[config.mk]
export PLATFORM = sky130hd
export DESIGN_NAME = pccard_cycle_ctrl
export DESIGN_NICKNAME = d
export VERILOG_FILES = /design/src/rtl/pccard_cycle_ctrl.sv
export SDC_FILE = /design/constraint.sdc
export NUM_CORES = 1
export LEC_CHECK = 0
export CAP_MARGIN = 20
export CORE_MARGIN = 8
export CORE_UTILIZATION = 45
export CTS_BUF_LIST = sky130_fd_sc_hd__clkbuf_4 sky130_fd_sc_hd__clkbuf_8
export DETAILED_ROUTE_END_ITERATION = 12
export GPL_TIMING_DRIVEN = 0
export PLACE_DENSITY = 0.8
export SYNTH_ARGS = -nofsm -noshare
export SYNTH_HDL_FRONTEND = slang
export SYNTH_SLANG_ARGS = --single-unit
[constraint.sdc]
create_clock -name clk -period 4.3 [get_ports clk]
set_input_delay 0.86 -clock clk [delete_from_list [all_inputs] [get_ports clk]]
set_output_delay 0.86 -clock clk [all_outputs]
set_load 0.01 [all_outputs]
[src/rtl/pccard_cycle_ctrl.sv]
module pccard_cycle_ctrl #(
  parameter int ADDR_W = 16
) (
  input  logic              clk,
  input  logic              rst_n,
  input  logic              req_valid,
  input  logic [ADDR_W-1:0] req_addr,
  input  logic              req_word,
  input  logic              req_write,
  input  logic              req_burst,
  input  logic              req_dma,
  input  logic              bus_16,
  input  logic              ata_mode,
  input  logic [3:0]        base_wait,
  input  logic [3:0]        idle_gap,
  input  logic [1:0]        lsw_a,
  input  logic [3:0]        setup_a,
  input  logic [3:0]        hold_a,
  input  logic [1:0]        lsw_b,
  input  logic [3:0]        setup_b,
  input  logic [3:0]        hold_b,
  output logic              busy,
  output logic [ADDR_W-1:0] bus_addr,
  output logic              ce1_n,
  output logic              ce2_n,
  output logic              rd_n,
  output logic              wr_n,
  output logic              dack,
  output logic              ready,
  output logic              done
);
  localparam int CW    = 7;
  localparam int BLK_W = 5;

  typedef enum logic [2:0] {S_IDLE, S_SETUP, S_STROBE, S_HOLD, S_GAP} st_t;

  st_t               st;
  logic [CW-1:0]     cnt;
  logic [ADDR_W-1:0] addr_q;
  logic [BLK_W-1:0]  beats_q;
  logic              write_q, wide_q, dma_q, half_b_q;

  logic          cur_b;
  logic [3:0]    sel_setup, sel_hold;
  logic [1:0]    sel_lsw;
  logic [CW-1:0] ext, waits, start_cnt;
  st_t           start_st;
  logic          last_strobe, beat_end, act, strobe;

  assign cur_b     = (st == S_IDLE) ? req_addr[ADDR_W-1] : half_b_q;
  assign sel_setup = cur_b ? setup_b : setup_a;
  assign sel_hold  = cur_b ? hold_b  : hold_a;
  assign sel_lsw   = cur_b ? lsw_b   : lsw_a;

  always_comb begin
    case (sel_lsw)
      2'd0:    ext = CW'(0);
      2'd1:    ext = CW'(15);
      2'd2:    ext = CW'(30);
      default: ext = CW'(50);
    endcase
  end

  assign waits     = CW'(base_wait) + ext;
  assign start_st  = (sel_setup != 4'd0) ? S_SETUP : S_STROBE;
  assign start_cnt = (sel_setup != 4'd0) ? CW'(sel_setup - 4'd1) : waits;

  assign last_strobe = (st == S_STROBE) && (cnt == '0);
  assign beat_end    = (last_strobe && sel_hold == 4'd0) || (st == S_HOLD && cnt == '0);

  always_ff @(posedge clk or negedge rst_n) begin
    if (!rst_n) begin
      st       <= S_IDLE;
      cnt      <= '0;
      addr_q   <= '0;
      beats_q  <= '0;
      write_q  <= 1'b0;
      wide_q   <= 1'b0;
      dma_q    <= 1'b0;
      half_b_q <= 1'b0;
    end else begin
      case (st)
        S_IDLE: if (req_valid) begin
          addr_q   <= req_addr;
          write_q  <= req_write;
          dma_q    <= req_dma;
          half_b_q <= req_addr[ADDR_W-1];
          wide_q   <= req_burst ? bus_16 : req_word;
          beats_q  <= req_burst ? (bus_16 ? BLK_W'(15) : BLK_W'(31)) : '0;
          st       <= start_st;
          cnt      <= start_cnt;
        end
        S_SETUP: begin
          if (cnt == '0) begin
            st  <= S_STROBE;
            cnt <= waits;
          end else cnt <= cnt - 1'b1;
        end
        S_STROBE: begin
          if (cnt != '0) cnt <= cnt - 1'b1;
          else if (sel_hold != 4'd0) begin
            st  <= S_HOLD;
            cnt <= CW'(sel_hold - 4'd1);
          end
        end
        S_HOLD: if (cnt != '0) cnt <= cnt - 1'b1;
        S_GAP: begin
          if (cnt == '0) st <= S_IDLE;
          else cnt <= cnt - 1'b1;
        end
        default: st <= S_IDLE;
      endcase

      if (beat_end) begin
        if (beats_q != '0) begin
          beats_q            <= beats_q - 1'b1;
          addr_q[BLK_W-1:0]  <= addr_q[BLK_W-1:0] + (wide_q ? BLK_W'(2) : BLK_W'(1));
          st                 <= start_st;
          cnt                <= start_cnt;
        end else if (idle_gap != 4'd0) begin
          st  <= S_GAP;
          cnt <= CW'(idle_gap - 4'd1);
        end else st <= S_IDLE;
      end
    end
  end

  assign act    = (st == S_SETUP) || (st == S_STROBE) || (st == S_HOLD);
  assign strobe = (st == S_STROBE);

  assign busy     = (st != S_IDLE);
  assign bus_addr = addr_q;
  assign rd_n     = !(strobe && !write_q);
  assign wr_n     = !(strobe && write_q);
  assign ce1_n    = !(act && (ata_mode ? (!dma_q && wide_q)  : 1'b1));
  assign ce2_n    = !(act && (ata_mode ? (!dma_q && !wide_q) : wide_q));
  assign dack     = act && dma_q;
  assign ready    = last_strobe;
  assign done     = beat_end && (beats_q == '0);
endmodule

==> results of run 1 <==
## through the flow
step | setup TNS [ns] | utilization | area [sq um] | hold WS (ns)
3_5_place_dp | -2.63 | 0.584 | 3880 | 0.462
3_3_place_gp | -1.70 | 0.585 | 3890 | 0.458
2_1_floorplan | 0 | - | 3030 | 0.461
6_report | 0 | 0.620 | 4120 | 0.477
4_1_cts | 0 | 0.614 | 4080 | 0.483
5_1_grt | -0.0419 | 0.620 | 4120 | 0.504
## power by group
group / total (mW) / switching (mW) / internal [mW]
clock network: 0.367 / 0.134 / 0.233
logic: 0.878 / 0.459 / 0.420
registers: 0.487 / 0.0887 / 0.398
total: 1.73 / 0.682 / 1.05
## cells in the final DEF (no fill, tap or decap), types with 4 or more instances in the layout
| master | Yosys | routed |
|---|---|---|
| o211ai_1 | 4 | 4 |
| or3_1 | 5 | 5 |
| a32oi_1 | 4 | 4 |
| a31oi_1 | 5 | 5 |
| nor3_1 | 6 | 6 |
| o21a_1 | 7 | 7 |
| mux2i_1 | 9 | 8 |
| a221oi_1 | 6 | 6 |
| nand2_1 | 61 | 60 |
| o21ai_0 | 18 | 18 |
| nor2b_1 | 4 | 4 |
| o22ai_1 | 4 | 4 |
| nor2_1 | 24 | 23 |
| clkdlybuf4s50_1 | 0 | 74 |
| clkbuf_1 | 7 | 7 |
| buf_2 | 7 | 7 |
| nand3_1 | 8 | 8 |
| a21oi_1 | 26 | 26 |
| inv_1 | 22 | 22 |
| a22oi_1 | 4 | 4 |
| mux2_2 | 4 | 4 |
| and2_1 | 4 | 4 |
| nand2b_1 | 9 | 9 |
| buf_4 | 2 | 6 |
| xnor2_1 | 8 | 8 |
| xor2_1 | 4 | 4 |
| ha_1 | 15 | 15 |
| clkbuf_8 | 0 | 5 |
| nor4b_1 | 7 | 6 |
| dfrtp_1 | 34 | 34 |
## cell families (layout without fill, tap and decap cells)
group	count (synthesis)	count (layout)
xor gates and xnor gates	12	12
and+or+nand+nor	153	153
DFF	34	34
buffers and inverters	38	126
adders and majority gates	17	17
AOI/OAI and AO/OA	110	110
muxes	13	13
## flip-flops by register name (all words and copies together) (netlist names)
signal,cells
beats_q,5
cnt,7
write_q,1
dma_q,1
bus_addr,16
st,3
wide_q,1
## how the worst max path moves through the flow
stage,endpoint,slack (ns),depth (start not counted),start
2_1_floorplan,done,0.59,10,req_addr[15]
6_report,done,0.04,12,req_addr[15]
3_3_place_gp,done,-1.07,12,req_addr[15]
5_1_grt,done,-0.04,12,req_addr[15]
3_5_place_dp,done,-1.14,12,req_addr[15]
4_1_cts,done,0.02,12,req_addr[15]
## layout make-up
cell class	count	area (sq um)
Buffer	16	82.6
Clock buffer	5	68.8
Clock inverter	3	68.8
Fill cell	580	2520
Inverter	22	82.6
Multi-Input combinational cell	305	2080
Sequential cell	34	851
Tap cell	80	100
Timing Repair Buffer	80	787
## critical path, cell delays in order
cell             delay, ns
clkdlybuf4s50_1       0.50
nor4b_4               0.29
nor2_4                0.09
buf_6                 0.16
mux2i_4               0.19
ha_1                  0.18
buf_4                 0.17
nor4b_4               0.13
a311o_2               0.44
nand2_4               0.11
nor2_4                0.05
clkdlybuf4s15_2       0.23
## metal layers
layer / up-vias / track usage / share of wire
met4: 0 / 0.0779 / 0.027
met1: 1554 / 0.246 / 0.43
li1: 1554 / - / -
met5: - / 0 / 0
met2: 154 / 0.345 / 0.47
met3: 25 / 0.0448 / 0.074
## timing repair
item,in CTS,in global routing
setup buffers,2,2
setup endpoints to repair,2,2
gates resized for setup,13,4
pin swaps,2,2
hold buffers,0,0
==> results by group, run 1 <==
Placed design
  • Placed cells: 533
  • GPL Wtd Cong: 0.996
  • Port Buffers: 76
  • HPWL after detailed placement: 7520 microns
  • Place WS: -1.14 ns

STA
  • Max-slew violations: 0
  • Fin. Hold Viols: 0
  • Final critical-path setup slack: ~0.035 ns
  • Actual slew at the worst max-slew pin: around 0.90 ns
  • Final setup fails: 0
  • Min Tclk post-route: 4.26 ns
  • Fmax: about 230 MHz
  • Period utilisation layout: 0.992
  • Worst rel slew slack: 0.392
  • Unrepaired setup endpoints after global routing: true
  • Clock Skew: roughly 0.0066 ns

Yosys
  • Mux share of post-synthesis cell area: 0.0447
  • Avg Cell Area, Syn: ~8.0 sq um
  • Asr flop ratio synth: 1.00
  • Gate count of the mapped netlist: between 300 and 400
  • Area contributors post-synth: dfrtp_1 28%, nand2_1 7.6%, ha_1 6.2%
  • Post-synthesis adder-cell area fraction: 0.0753
  • Post-synth top cells: 61 x nand2_1, 34 x dfrtp_1, 26 x a21oi_1, 24 x nor2_1, 22 x inv_1
  • #FFs+latches synth: 34
  • Library cells used by synthesis: 65
  • Post-Synth XOR/XNOR Area: 0.0347
  • Post-synthesis sequential area ratio: 0.281
  • EDFF count, synth: 0
  • Syn_nets: between 400 and 500
  • Synth Area in Simple Gates: 0.261
  • Cell taking the most area after synthesis: dfrtp_1
  • Post-synth top flop: dfrtp_1
  • Yosys warning count: 0
  • Share of the synthesized area in the top cell type: 0.281
  • Mapped Area: slightly above 3000 sq um
  • Most common cell in the netlist: nand2_1
  • Main combinational cell family by area after synthesis: simple AND/OR/NAND/NOR gates
  • Synth Area in Compound Gates: 0.251

Final layout
  • Non-Filler Instances: around 550
  • Antenna cells: 0
  • Syn-to-layout area delta: 36.1%
  • Layout cells sized above 1: 0.0989
  • NumNets Final: about 530

Critical path
  • Reg2reg end: cnt[0]
  • Flop-to-flop setup slack: slightly above 0.6 ns
  • Critical path fanouts, max: 10
  • Startpoint Class: input port
  • Crit path DAT: between 3 and 4 ns
  • RR Startpoint: st[1]
  • WP data required: around 3.4 ns
  • Worst Setup End Kind: output port
  • Critical path class: in2out
  • Reg2reg path depth: 14

Floorplan
  • Core Area: about 6600 sq um
  • I/O pin count: 77
  • Die width: 98.0 microns
  • Die H: approximately 98 microns
  • Std-Cell Rows: 30
  • Die Area: roughly 9600 sq um
  • Initial core utilization: 0.455

Min path
  • Hold Path Class: reg2reg
  • Hold wc startpoint: bus_addr[9]
  • Hold path endpoint: bus_addr[9]
  • Hold Crit Depth: 2

Global route
  • Vias in the first global route: around 3300
  • Largest net degree at the start of global routing: 35
  • Grt total ovfl: 0
  • First-pass GRT wire length: roughly 16000 microns
  • Overall track demand over capacity in global routing: 0.204
  • Initial antenna violation count: 0

Route
  • Vias: 3287
  • DR vias/cell: 6.03
  • DR DRC count: 0
  • 1st-iter DRT viols: about 220
  • Antenna-violating nets left: 0
  • Final WL: 10100 microns
  • Drt first pass iters: 4
  • Wire length per cell: roughly 18 microns

CTS
  • Clock Latency Late Sink: just under 0.3 ns
  • Clock sink count: 34
  • H-Tree Depth: 2
  • CTS clk-pin slew, worst paths: 0.08 ns
  • Clock Path Buffers: 2
  • Root Buffer: clkbuf_8
  • CTS Buf Count: 5
  • CTS tree: done

Pwr
  • Total design power: between 1.5 and 2 mW
  • P per Cell Area: about 420 nW/um^2
  • Leak: about 1.8 nW
  • Max VDD drop: ~0.00030 V

Status
  • Outcome: complete, no violations

Job
  • Max-cap violations: 0
(Power assumes the default switching activity.)
==> inputs of run 2 (changes only) <==
--- a/config.mk
+++ b/config.mk
@@ -9,6 +9,7 @@
 export CORE_MARGIN = 8
 export CORE_UTILIZATION = 45
 export CTS_BUF_LIST = sky130_fd_sc_hd__clkbuf_4 sky130_fd_sc_hd__clkbuf_8
+export CTS_CLUSTER_DIAMETER = 120
 export DETAILED_ROUTE_END_ITERATION = 12
 export GPL_TIMING_DRIVEN = 0
 export PLACE_DENSITY = 0.8
==> results of run 2 <==
No change in the layout: final DEF, timing and power equal those of run 1.
